<file path="src/rtl/isa_ctrl_pkg.sv">
// Shared widths, opcode values, ALU operation codes and the control bundle.
// Assumes a 4-bit opcode and a 4-bit ALU operation code.
package isa_ctrl_pkg;
    localparam int OPC_W   = 4;
    localparam int ALUOP_W = 4;
    localparam int N_RFMT  = 7;   // register-format opcodes 0..N_RFMT-1

    localparam logic [OPC_W-1:0] OPC_ADDI  = OPC_W'(7);
    localparam logic [OPC_W-1:0] OPC_LOAD  = OPC_W'(8);
    localparam logic [OPC_W-1:0] OPC_STORE = OPC_W'(9);
    localparam logic [OPC_W-1:0] OPC_BREQ  = OPC_W'(10);
    localparam logic [OPC_W-1:0] OPC_BRNE  = OPC_W'(11);

    localparam logic [ALUOP_W-1:0] ALU_AND  = 4'b0000;
    localparam logic [ALUOP_W-1:0] ALU_OR   = 4'b0001;
    localparam logic [ALUOP_W-1:0] ALU_ADD  = 4'b0010;
    localparam logic [ALUOP_W-1:0] ALU_SUB  = 4'b0110;
    localparam logic [ALUOP_W-1:0] ALU_SLT  = 4'b0111;
    localparam logic [ALUOP_W-1:0] ALU_NOR  = 4'b1100;
    localparam logic [ALUOP_W-1:0] ALU_NAND = 4'b1101;

    typedef struct packed {
        logic               reg_dst;
        logic               alu_src;
        logic               mem_to_reg;
        logic               reg_write;
        logic               mem_read;
        logic               mem_write;
        logic               br_eq;
        logic               br_ne;
        logic [ALUOP_W-1:0] alu_op;
    } ctl_s;
endpackage

</file>
<file path="src/rtl/isa_rfmt_alu_map.sv">
// Maps a register-format opcode (0..N_RFMT-1) onto its ALU operation code.
// Assumes the caller qualifies the result. Codes outside the range give AND.
module isa_rfmt_alu_map
    import isa_ctrl_pkg::*;
(
    input  logic [OPC_W-1:0]   opcode,
    output logic [ALUOP_W-1:0] r_alu_op
);
    // Purpose: table lookup from the dense opcode to the ALU operation code.
    always_comb begin
        case (opcode)
            OPC_W'(0): r_alu_op = ALU_ADD;
            OPC_W'(1): r_alu_op = ALU_SUB;
            OPC_W'(2): r_alu_op = ALU_AND;
            OPC_W'(3): r_alu_op = ALU_OR;
            OPC_W'(4): r_alu_op = ALU_NOR;
            OPC_W'(5): r_alu_op = ALU_NAND;
            OPC_W'(6): r_alu_op = ALU_SLT;
            default:   r_alu_op = ALU_AND;
        endcase
    end
endmodule

</file>
<file path="src/rtl/isa_opdec.sv">
// Main decoder: turns the opcode into the full control bundle.
// Assumes the R-format ALU code comes from isa_rfmt_alu_map. Unassigned
// opcodes give an all-zero bundle.
module isa_opdec
    import isa_ctrl_pkg::*;
(
    input  logic [OPC_W-1:0]   opcode,
    input  logic [ALUOP_W-1:0] r_alu_op,
    output ctl_s               ctl
);
    localparam logic [OPC_W-1:0] LAST_RFMT = OPC_W'(N_RFMT - 1);

    // Purpose: decode the opcode class into datapath selects and strobes.
    always_comb begin
        ctl = '0;
        if (opcode <= LAST_RFMT) begin
            ctl.reg_dst   = 1'b1;
            ctl.reg_write = 1'b1;
            ctl.alu_op    = r_alu_op;
        end else begin
            case (opcode)
                OPC_ADDI: begin
                    ctl.alu_src   = 1'b1;
                    ctl.reg_write = 1'b1;
                    ctl.alu_op    = ALU_ADD;
                end
                OPC_LOAD: begin
                    ctl.alu_src    = 1'b1;
                    ctl.mem_to_reg = 1'b1;
                    ctl.mem_read   = 1'b1;
                    ctl.reg_write  = 1'b1;
                    ctl.alu_op     = ALU_ADD;
                end
                OPC_STORE: begin
                    ctl.alu_src   = 1'b1;
                    ctl.mem_write = 1'b1;
                    ctl.alu_op    = ALU_ADD;
                end
                OPC_BREQ: begin
                    ctl.br_eq  = 1'b1;
                    ctl.alu_op = ALU_SUB;
                end
                OPC_BRNE: begin
                    ctl.br_ne  = 1'b1;
                    ctl.alu_op = ALU_SUB;
                end
                default: ctl = '0;
            endcase
        end
    end
endmodule

</file>
<file path="src/rtl/isa_branch_unit.sv">
// Gate-level branch decision: taken on equal with Zero high, or on
// not-equal with Zero low. Assumes at most one branch flag is set.
module isa_branch_unit (
    input  logic br_eq,
    input  logic br_ne,
    input  logic zero,
    output logic pc_src
);
    logic zero_n;
    logic take_eq;
    logic take_ne;

    not g_inv  (zero_n,  zero);
    and g_eq   (take_eq, br_eq, zero);
    and g_ne   (take_ne, br_ne, zero_n);
    or  g_sel  (pc_src,  take_eq, take_ne);
endmodule

</file>
<file path="src/rtl/isa_ctrl_unit.sv">
// Control unit top: opcode decoder, register-format ALU map and branch unit.
// Purely combinational. The assertions check the relations between the
// decoder and the branch unit.
module isa_ctrl_unit
    import isa_ctrl_pkg::*;
(
    input  logic [OPC_W-1:0]   opcode,
    input  logic               zero,
    output logic               reg_dst,
    output logic               alu_src,
    output logic               mem_to_reg,
    output logic               reg_write,
    output logic               mem_read,
    output logic               mem_write,
    output logic [ALUOP_W-1:0] alu_op,
    output logic               br_eq,
    output logic               br_ne,
    output logic               pc_src
);
    logic [ALUOP_W-1:0] r_alu_op;
    ctl_s               ctl;

    isa_rfmt_alu_map u_map (.opcode(opcode), .r_alu_op(r_alu_op));
    isa_opdec        u_dec (.opcode(opcode), .r_alu_op(r_alu_op), .ctl(ctl));
    isa_branch_unit  u_br  (.br_eq(ctl.br_eq), .br_ne(ctl.br_ne),
                            .zero(zero), .pc_src(pc_src));

    assign reg_dst    = ctl.reg_dst;
    assign alu_src    = ctl.alu_src;
    assign mem_to_reg = ctl.mem_to_reg;
    assign reg_write  = ctl.reg_write;
    assign mem_read   = ctl.mem_read;
    assign mem_write  = ctl.mem_write;
    assign alu_op     = ctl.alu_op;
    assign br_eq      = ctl.br_eq;
    assign br_ne      = ctl.br_ne;

    // Purpose: check the invariants across the decoder and the branch unit.
    always_comb begin

        one_branch_flag_chk: assert (!(ctl.br_eq && ctl.br_ne));

        mem_strobe_excl_chk: assert (!(ctl.mem_read && ctl.mem_write));

        store_no_regwr_chk: assert (!(ctl.mem_write && ctl.reg_write));

        taken_needs_flag_chk: assert (!pc_src || ctl.br_eq || ctl.br_ne);

        undef_quiet_chk: assert (opcode < OPC_W'(12) || ctl == '0);

        load_writes_chk: assert (!ctl.mem_read || (ctl.mem_to_reg && ctl.reg_write));
    end
endmodule

</file>
<file path="config.mk">
export PLATFORM = sky130hd
export DESIGN_NAME = isa_ctrl_unit
export DESIGN_NICKNAME = d
export VERILOG_FILES = /design/src/rtl/isa_ctrl_pkg.sv /design/src/rtl/isa_rfmt_alu_map.sv /design/src/rtl/isa_opdec.sv /design/src/rtl/isa_branch_unit.sv /design/src/rtl/isa_ctrl_unit.sv
export SDC_FILE = /design/constraint.sdc
export NUM_CORES = 1
export LEC_CHECK = 0
export BUFFER_PORTS_ARGS = -buffer_cell sky130_fd_sc_hd__buf_4
export CORE_AREA = 10 10 47 49
export DETAILED_ROUTE_END_ITERATION = 8
export DIE_AREA = 0 0 57 59
export GPL_TIMING_DRIVEN = 0
export SYNTH_ARGS = -nofsm -noshare
export SYNTH_HDL_FRONTEND = slang
export SYNTH_HIERARCHICAL = 1
export SYNTH_SLANG_ARGS = --single-unit
export TNS_END_PERCENT = 100
</file>
<file path="constraint.sdc">
create_clock -name vclk -period 0.9
set_clock_uncertainty 0.1 [all_clocks]
set_input_delay 0.09 -clock vclk [all_inputs]
set_output_delay 0.09 -clock vclk [all_outputs]
set_load 0.005 [all_outputs]
</file>
==> impl_metrics.csv, run 1 <==
group,metric,value,unit
die,die_y,59,µm
timing,setup_ws,-0.148,ns
timing,min_period,1.05,ns
logic_synthesis,syn-instance-count,31,
die,ioPinCount,18,
logic_synthesis,synth_top_family_by_area,"simple AND/OR/NAND/NOR gates",
timing,finalMaxSlewViolations,0,
critical_path,start_kind,"input port",
grt,grt_pass1_vias,275,
pwr,switching_power,87.4,µW
critical_path,critPathKind,"in -> out",
pwr,power.density,416,nW/µm²
outcome,violations,"negative setup slack",
cells_and_area,area_growth,120,%
logic_synthesis,synth_compound_area_share,27.1,%
drt,route.antenna.remaining_nets,0,
logic_synthesis,synth_fp_nets,36,
pwr,pwr-share-clk,0,%
logic_synthesis,yosysSeqAreaShare,0,%
place,place_ws,-0.216,ns
die,die_w,57,µm
timing,finalSetupTns,-0.649,ns
critical_path,critPathMaxStageDelay,0.23,ns
pwr,p_int,133,µW
die,rows,14,
die,dieArea,3360,µm²
logic_synthesis,yosysUniqueCellTypes,24,
flow_run,cap_violations,0,
critical_path,required,0.71,ns
die,core,1400,µm²
logic_synthesis,synthSimpleGateAreaFrac,53.1,%
critical_path,worstPathCellList,"buf_12 -> or2_1 -> a21oi_2 -> a31oi_1 -> o21ai_1 -> buf_4",
grt,grt.total_usage,4.37,%
logic_synthesis,yosysWarningCount,6,
timing,final-setup-viol-count,7,
timing,fmax,954,MHz
logic_synthesis,synth-xor-area-share,3.65,%
pwr,p_leak,0.000237,µW
pwr,ir_worst_vdd,0.188,mV
logic_synthesis,synth_mux_area_share,6.25,%
grt,grt_max_degree,13,
cells_and_area,final_cell_count_no_fill,72,
pwr,swShare,39.7,%
cells_and_area,n_clock_buffer,0,
drt,drt_first_pass_iters,1,
cells_and_area,seq_area,0,µm²
drt,drtIter0Drc,0,
min_path,worstHoldPathType,"in -> out",
logic_synthesis,avgSynthCellArea,7.75,µm²
critical_path,crit_path_top_delay_cell,"or2_1",
grt,overflow,0,
logic_synthesis,synthAdderAreaFrac,0,%
critical_path,end_kind,"output pin",
cells_and_area,fin_util,37.8,%
drt,drt-vias-per-instance,4.43,
critical_path,arrival,0.86,ns
cells_and_area,final_nets,63,
logic_synthesis,synth.area.top_cells,"nand2b_1 10%, nor3b_2 10%, mux2_4 6.3%",
grt,antenna_found_initial,0,
drt,vias,319,
timing,finalCritPeriodShare,116,%
cells_and_area,final_layout_size_suffix_gt1_share,71.4,%
cells_and_area,flops_and_latches,0,
timing,hold_viol_final,0,
pwr,combPwrFrac,100.0,%
drt,wl_per_cell,11.9,µm
drt,drc,0,
place,dp_cells,65,
logic_synthesis,netlist_area,240,µm²
place,io_buffers,18,
timing,tightest_slew,0.190,ns
logic_synthesis,synth_top_area_share,10.4,%
critical_path,critical_path.max_fanout,6,
die,initial_utilization,17.1,%
timing,rsz0062_at_grt,"yes",
place,hpwl,613,µm
place,place.gp.congestion,0.743,
grt,grt_pass1_wl,1.32,mm
outcome,run_status,"finished with violations",
cells_and_area,antennaDiodeCount,0,
cells_and_area,nFillCells,159,
timing,timing.max_slew.rel_slack,87.2,%
logic_synthesis,yosysTopAreaCell,"nand2b_1",
drt,wl,860,µm
pwr,share_seq_of_total_power,0,%
[cells in the mapped netlist]
cell,n
a31oi_2,1
nand2b_1,4
a21oi_1,1
xnor2_1,1
nand3_1,1
nor3_2,1
nand2b_4,1
a31oi_1,1
a21boi_1,1
o22ai_1,2
nor3b_2,2
nand2_1,1
a21oi_2,1
and2_1,2
or2_1,1
buf_4,1
nor2_1,1
buf_2,1
nor3b_1,1
buf_6,1
o21ai_0,1
mux2_4,1
nand3b_1,2
o31ai_1,1
[per-stage QoR]
step	power (µW)	area [µm²]	hold slack (ns)
5_1_grt	239	529	0.399
4_1_cts	202	479	0.394
2_1_floorplan	77.4	240	0.106
3_5_place_dp	162	395	0.400
6_report	220	529	0.382
3_3_place_gp	160	395	0.397
[final cells by class]
| cell class | count | area (µm²) | area share [%] |
|---|---|---|---|
| plain buffers | 3 | 30.0 | 5.67 |
| multi-input cells | 28 | 245 | 46.3 |
| well taps | 16 | 20.0 | 3.78 |
| repair buffers | 25 | 234 | 44.2 |
[worst max-delay path, delay by kind of cell]
| family | cells | cell delay (ns) |
|---|---|---|
| buf+inv | 2 | 0.23 |
| compound gates | 3 | 0.31 |
| simple gates | 1 | 0.23 |
[worst paths after layout]
check  cells after the start       from        end  slack, ns
min                        3  opcode[3]  reg_write       0.38
max                        6  opcode[2]  alu_op[1]      -0.15
[repair_timing]
| action | CTS | global route |
|---|---|---|
| endpoints found under the setup margin | 11 | 10 |
| resized for setup | 15 | 7 |
| pin swaps | 8 | 6 |
| hold buffers | 0 | 0 |
| gates cloned | 1 | 0 |
| setup buffers | 3 | 3 |
[power groups by stage]
| stage | clock network [µW] | registers [µW] | logic, µW |
|---|---|---|---|
| 4_1_cts | 0 | 0 | 202 |
| 6_report | 0 | 0 | 220 |
| 3_3_place_gp | 0 | 0 | 160 |
| 3_5_place_dp | 0 | 0 | 162 |
| 2_1_floorplan | 0 | 0 | 77.4 |
| 5_1_grt | 0 | 0 | 239 |
[routing by layer]
metal	GRT usage (%)	vias up	wire length, µm
met5	0	-	0
met4	0	0	0
met3	1.50	0	89
met2	7.75	12	422
met1	5.23	145	348
li1	-	162	-
[logic make-up (layout without fill, tap and decap cells)]
kind of cell / count (synthesis) / in the layout
buf+inv: 3 / 28
simple gates: 17 / 17
mux: 1 / 1
compound gates: 9 / 9
xor+xnor: 1 / 1
[cells in the final DEF (no fill, tap or decap)]
cell / instances
buf_4: 18
buf_6: 7
nand2b_1: 3
buf_8: 2
nand2b_4: 2
and2_1: 2
nand3b_1: 2
a21oi_2: 2
buf_12: 1
mux2_4: 1
a31oi_2: 1
a31oi_1: 1
o21ai_1: 1
nor3b_2: 1
nor3b_4: 1
nand2_2: 1
nor2_2: 1
nor3_2: 1
nand3_1: 1
a21boi_1: 1
o22ai_2: 1
o31ai_1: 1
xnor2_1: 1
o22ai_1: 1
or2_1: 1
nor3b_1: 1
No activity file was read; power rests on OpenSTA's default activity.
==> inputs of run 2 (changes only) <==
--- a/config.mk
+++ b/config.mk
@@ -5,11 +5,13 @@
 export SDC_FILE = /design/constraint.sdc
 export NUM_CORES = 1
 export LEC_CHECK = 0
+export ABC_AREA = 1
 export BUFFER_PORTS_ARGS = -buffer_cell sky130_fd_sc_hd__buf_4
 export CORE_AREA = 10 10 47 49
 export DETAILED_ROUTE_END_ITERATION = 8
 export DIE_AREA = 0 0 57 59
 export GPL_TIMING_DRIVEN = 0
+export RECOVER_POWER = 25
 export SYNTH_ARGS = -nofsm -noshare
 export SYNTH_HDL_FRONTEND = slang
 export SYNTH_HIERARCHICAL = 1
==> run 2 against run 1 <==
Net effect:
- the flow still finishes with violations (negative setup slack)
- core utilization is 4.4 points lower
- critical endpoint is now alu_op[0]
- power is 14% lower
- global-route usage increased by 0.13 points
- largest cell class is now multi-input gates
- non-clock buffer count down 8
- critical path type unchanged
==> impl_metrics.csv, run 2 <==
group,metric,value,unit
outcome,run_status,"finished with violations",
outcome,violations,"negative setup slack",
die,initial_utilization,16.7,%
cells_and_area,layout_common_cells,"17 x nand2_1, 15 x buf_4, 7 x inv_1",
drt,drt_first_pass_iters,4,
timing,final-setup-viol-count,2,
pwr,p_int,94.8,µW
timing,finalMaxSlewViolations,0,
pwr,pwr-share-clk,0,%
logic_synthesis,yosysUniqueCellTypes,12,
pwr,finalPower,190,µW
pwr,p_leak,0.000278,µW
timing,hold_viol_final,0,
pwr,combPwrFrac,100.0,%
cells_and_area,area_growth,100,%
logic_synthesis,netlist_area,234,µm²
logic_synthesis,yosysSeqAreaShare,0,%
critical_path,arrival,0.72,ns
grt,antenna_found_initial,0,
timing,setup_ws,-0.0138,ns
logic_synthesis,yosysTopAreaCell,"nand2_1",
place,dp_cells,87,
pwr,ir_worst_vdd,0.181,mV
timing,fmax,1090,MHz
die,die_y,59,µm
pwr,power.density,406,nW/µm²
die,rows,14,
die,dieArea,3360,µm²
timing,timing.max_slew.rel_slack,88.8,%
cells_and_area,final_common_cell,"nand2_1",
grt,grt.total_usage,4.50,%
drt,wl_per_cell,9.43,µm
timing,finalCritPeriodShare,102,%
timing,rsz0062_at_grt,"yes",
grt,grt_pass1_vias,330,
die,core,1400,µm²
grt,grt_pass1_wl,1.37,mm
critical_path,required,0.71,ns
timing,min_period,0.914,ns
place,io_buffers,18,
flow_run,cap_violations,0,
place,place.gp.congestion,0.823,
die,ioPinCount,18,
logic_synthesis,synth.most_common_cell,"nand2_1",
logic_synthesis,ys_top_cells_by_count,"19 x nand2_1, 10 x inv_1, 7 x nor2_1",
timing,tightest_slew,0.167,ns
logic_synthesis,avgSynthCellArea,4.41,µm²
place,hpwl,668,µm
pwr,share_seq_of_total_power,0,%
cells_and_area,final_layout_size_suffix_gt1_share,51.4,%
drt,drc,0,
timing,hold_slack,0.369,ns
cells_and_area,seq_area,0,µm²
cells_and_area,antennaDiodeCount,0,
drt,vias,354,
cells_and_area,final_cell_count_no_fill,88,
logic_synthesis,synth_top_area_share,30.5,%
critical_path,critPathKind,"in -> out",
min_path,worstHoldPathType,"in -> out",
cells_and_area,n_clock_buffer,0,
die,die_w,57,µm
drt,wl,830,µm
drt,route.antenna.remaining_nets,0,
logic_synthesis,yosysWarningCount,6,
critical_path,start_kind,"input port",
grt,overflow,0,
pwr,swShare,50.1,%
pwr,switching_power,95.4,µW
logic_synthesis,synth.area.top_cells,"nand2_1 30%, inv_1 16%, nor2_1 11%",
critical_path,critical_path.max_fanout,9,
drt,drt-vias-per-instance,4.02,
grt,grt_max_degree,10,
critical_path,end_kind,"output pin",
drt,drtIter0Drc,1,
logic_synthesis,syn-instance-count,53,
logic_synthesis,synth_fp_nets,58,
cells_and_area,flops_and_latches,0,
cells_and_area,final_nets,79,
-- run 2: worst paths after layout --
kind / startpoint / endpoint / slack (ns) / cells past startpoint
setup / recovery: opcode[1] / alu_op[0] / -0.01 / 8
hold / removal: zero / pc_src / 0.37 / 4
-- run 2: area by class of cell --
cell class,instances,area (µm²)
fill,167,933
buffer,1,7.51
tap,16,20.0
inverter,15,63.8
timing repair buffer,19,179
multi-input combinational,37,198
-- run 2: through the flow --
| stage | setup TNS, ns | utilization, % | worst slack (ns) | area (µm²) |
|---|---|---|---|---|
| 6_report | -0.0270 | 33.4 | -0.0138 | 468 |
| 5_1_grt | -0.391 | 33.4 | -0.0887 | 468 |
| 4_1_cts | -0.0270 | 31.2 | -0.0202 | 437 |
| 3_5_place_dp | -0.200 | 27.8 | -0.105 | 389 |
| 3_3_place_gp | -0.177 | 27.8 | -0.0980 | 389 |
| 2_1_floorplan | 0 | - | 0.201 | 234 |
-- run 2: critical path: stages --
cell     delay, ns
buf_6         0.11
nand2_1       0.09
inv_2         0.07
nand2_1       0.04
nand2_1       0.07
inv_1         0.05
nor2_2        0.09
buf_4         0.11
-- run 2: timing repair --
action	CTS	global route
endpoints found under the setup margin	5	7
setup buffers	0	1
resized for setup	16	7
pin swaps	4	1
hold buffers	0	0
-- run 2: logic make-up (layout without fill, tap and decap cells) --
group / count (synthesis) / after routing / share of synthesized area (%)
and+or+nand+nor: 34 / 34 / 66.3
buffers and inverters: 16 / 35 / 27.3
AOI/OAI and AO/OA: 3 / 3 / 6.42
-- run 2: power groups by stage --
stage	clock [µW]	combinational (µW)	sequential, µW
2_1_floorplan	0	69.7	0
3_3_place_gp	0	152	0
3_5_place_dp	0	153	0
4_1_cts	0	178	0
5_1_grt	0	212	0
6_report	0	190	0
-- run 2: per-layer routing --
layer | track usage (%) | part of all wire (%) | wire length, µm | up-vias
met1 | 4.52 | 40 | 329 | 147
met2 | 8.99 | 50 | 412 | 12
met5 | 0 | 0 | 0 | -
met3 | 1.72 | 11 | 88 | 0
li1 | - | - | - | 195
met4 | 0 | 0 | 0 | 0
==> inputs of run 3 (changes only) <==
--- a/config.mk
+++ b/config.mk
@@ -14,6 +14,5 @@
 export RECOVER_POWER = 25
 export SYNTH_ARGS = -nofsm -noshare
 export SYNTH_HDL_FRONTEND = slang
-export SYNTH_HIERARCHICAL = 1
 export SYNTH_SLANG_ARGS = --single-unit
 export TNS_END_PERCENT = 100
==> run 3 against run 2 <==
Net effect:
- the flow now finishes without violations
- power down 21%
- flip-flop and latch count unchanged
- critical path depth down 1
- global-route usage down 0.87 points
- synthesized cell count down 32%
- cell count down 20%
- via count down 25%
- wire length down 13%
==> impl_metrics.csv, run 3 <==
group,metric,value,unit
place,hpwl,614,µm
grt,grt_max_degree,7,
critical_path,critical_path.max_fanout,4,
drt,drt-vias-per-instance,3.81,
logic_synthesis,synth_top_area_share,23.3,%
cells_and_area,layout_common_cells,"14 x buf_4, 9 x nand2_1, 5 x inv_1, 5 x nor2_1, 3 x buf_6",
drt,wl,718,µm
min_path,whs_path_depth,3,
cells_and_area,final_nets,61,
cells_and_area,seq_area,0,µm²
critical_path,start_kind,"input port",
critical_path,critPathMaxStageDelay,0.13,ns
drt,wl_met2,341,µm
logic_synthesis,synth.most_common_cell,"nand2_1",
die,die_w,57,µm
cells_and_area,area_growth,123,%
critical_path,cp_top_family,"buffers and inverters",
cells_and_area,final_area,360,µm²
min_path,worstHoldPathType,"in -> out",
drt,wl_per_cell,10.3,µm
timing,tightest_slew,0.182,ns
critical_path,worstSetupPathDepth,7,
grt,grt_pass1_vias,250,
place,dp_cells,70,
logic_synthesis,yosysSeqAreaShare,0,%
grt,grt_pass1_wl,1.08,mm
grt,antenna_found_initial,0,
drt,drt_first_pass_iters,3,
place,place_ws,-0.105,ns
die,rows,14,
drt,top_layer,"met3",
timing,final-setup-viol-count,0,
logic_synthesis,netlist_area,161,µm²
timing,finalCritPeriodShare,98.2,%
critical_path,critPathKind,"in -> out",
timing,finalSetupTns,0,ns
critical_path,worstPathCellList,"buf_6 -> inv_4 -> nor2_4 -> buf_6 -> nand3_4 -> nand2_2 -> buf_6",
drt,route.antenna.remaining_nets,0,
critical_path,crit_top_cell,"buf_6",
cells_and_area,final_layout_size_suffix_gt1_share,53.7,%
die,die_y,59,µm
place,placed_area,317,µm²
critical_path,arrival,0.69,ns
drt,route.met3.wl,106,µm
timing,hold_slack,0.360,ns
drt,wirelength_met1,271,µm
cells_and_area,n_clock_buffer,0,
grt,overflow,0,
timing,min_period,0.884,ns
cells_and_area,flops_and_latches,0,
timing,timing.max_slew.rel_slack,87.8,%
drt,drtIter0Drc,1,
die,core,1400,µm²
timing,setup_ws,0.0158,ns
timing,finalMaxSlewViolations,0,
logic_synthesis,yosysTopAreaCell,"nand2_1",
flow_run,cap_violations,0,
cells_and_area,final_cell_count_no_fill,70,
logic_synthesis,syn-instance-count,36,
timing,fmax,1130,MHz
critical_path,crit_path_top_delay_cell,"nor2_4",
logic_synthesis,ys_top_cells_by_count,"10 x nand2_1, 7 x inv_1, 6 x nor2_1",
logic_synthesis,yosysWarningCount,0,
die,initial_utilization,11.5,%
logic_synthesis,synth.area.top_cells,"nand2_1 23%, inv_1 16%, nor2_1 14%",
drt,drc,0,
die,dieArea,3360,µm²
critical_path,required,0.71,ns
drt,vias,267,
cells_and_area,final_common_cell,"buf_4",
outcome,run_status,"finished, final reports clean",
logic_synthesis,synth_fp_nets,41,
pwr,ir_worst_vdd,0.111,mV
critical_path,path_buf_inv,4,
timing,hold_viol_final,0,
grt,grt.total_usage,3.63,%
logic_synthesis,yosysUniqueCellTypes,11,
critical_path,end_kind,"output pin",
timing,rsz0062_at_grt,"yes",
place,place.gp.congestion,0.712,
die,ioPinCount,18,
pwr,power.density,418,nW/µm²
place,io_buffers,18,
logic_synthesis,avgSynthCellArea,4.48,µm²
cells_and_area,antennaDiodeCount,0,
pwr,p_leak,0.000202,µW
[run 3: cell types whose count changed after synthesis, moves of 2 or more]
cell	previous run	this run
nand2_1	19	10
nor3_2	2	0
inv_2	5	1
inv_1	10	7
[run 3: area by class of cell]
type	count	area, µm²
Multi-Input combinational cell	27	146
Fill cell	178	1040
Inverter	8	32.5
Tap cell	16	20.0
Timing Repair Buffer	19	161
[run 3: cell families (layout without fill, tap and decap cells)]
kind of cell,after synthesis,in the layout,share of synthesized area (%)
buffers and inverters,9,27,23.3
and+or+nand+nor,23,23,64.3
AOI/OAI and AO/OA,4,4,12.4
[run 3: worst paths after layout]
path,start,end,slack (ns)
worst max-delay path,opcode[3],pc_src,0.02
worst min-delay path,opcode[3],reg_write,0.36
[run 3: metal layers]
layer	global-route usage (%)	up-vias
met5	0	-
met4	0	0
met3	2.36	0
met2	6.51	11
met1	3.67	111
li1	-	145
[run 3: where the power goes]
part / internal (µW) / switching (µW)
registers: 0 / 0
clock network: 0 / 0
logic: 76.7 / 73.9
[run 3: timing repair]
action | 4_1_cts | 5_1_grt
buffers inserted | 1 | 0
hold buffers | 0 | 0
setup endpoints to repair | 4 | 7
pin swaps | 2 | 2
resized for setup | 4 | 9
[run 3: metrics by stage]
stage | utilization [%] | total power [µW]
CTS | 23.0 | 140
global route | 25.7 | 167
detailed placement | 22.6 | 134
finish | 25.7 | 151
global placement | 22.6 | 133
floorplan | - | 54.9
[run 3: tightest hold or removal path, stage by stage]
cell and delay, ns:
buf_6 0.10, o21ai_0 0.06, buf_4 0.11
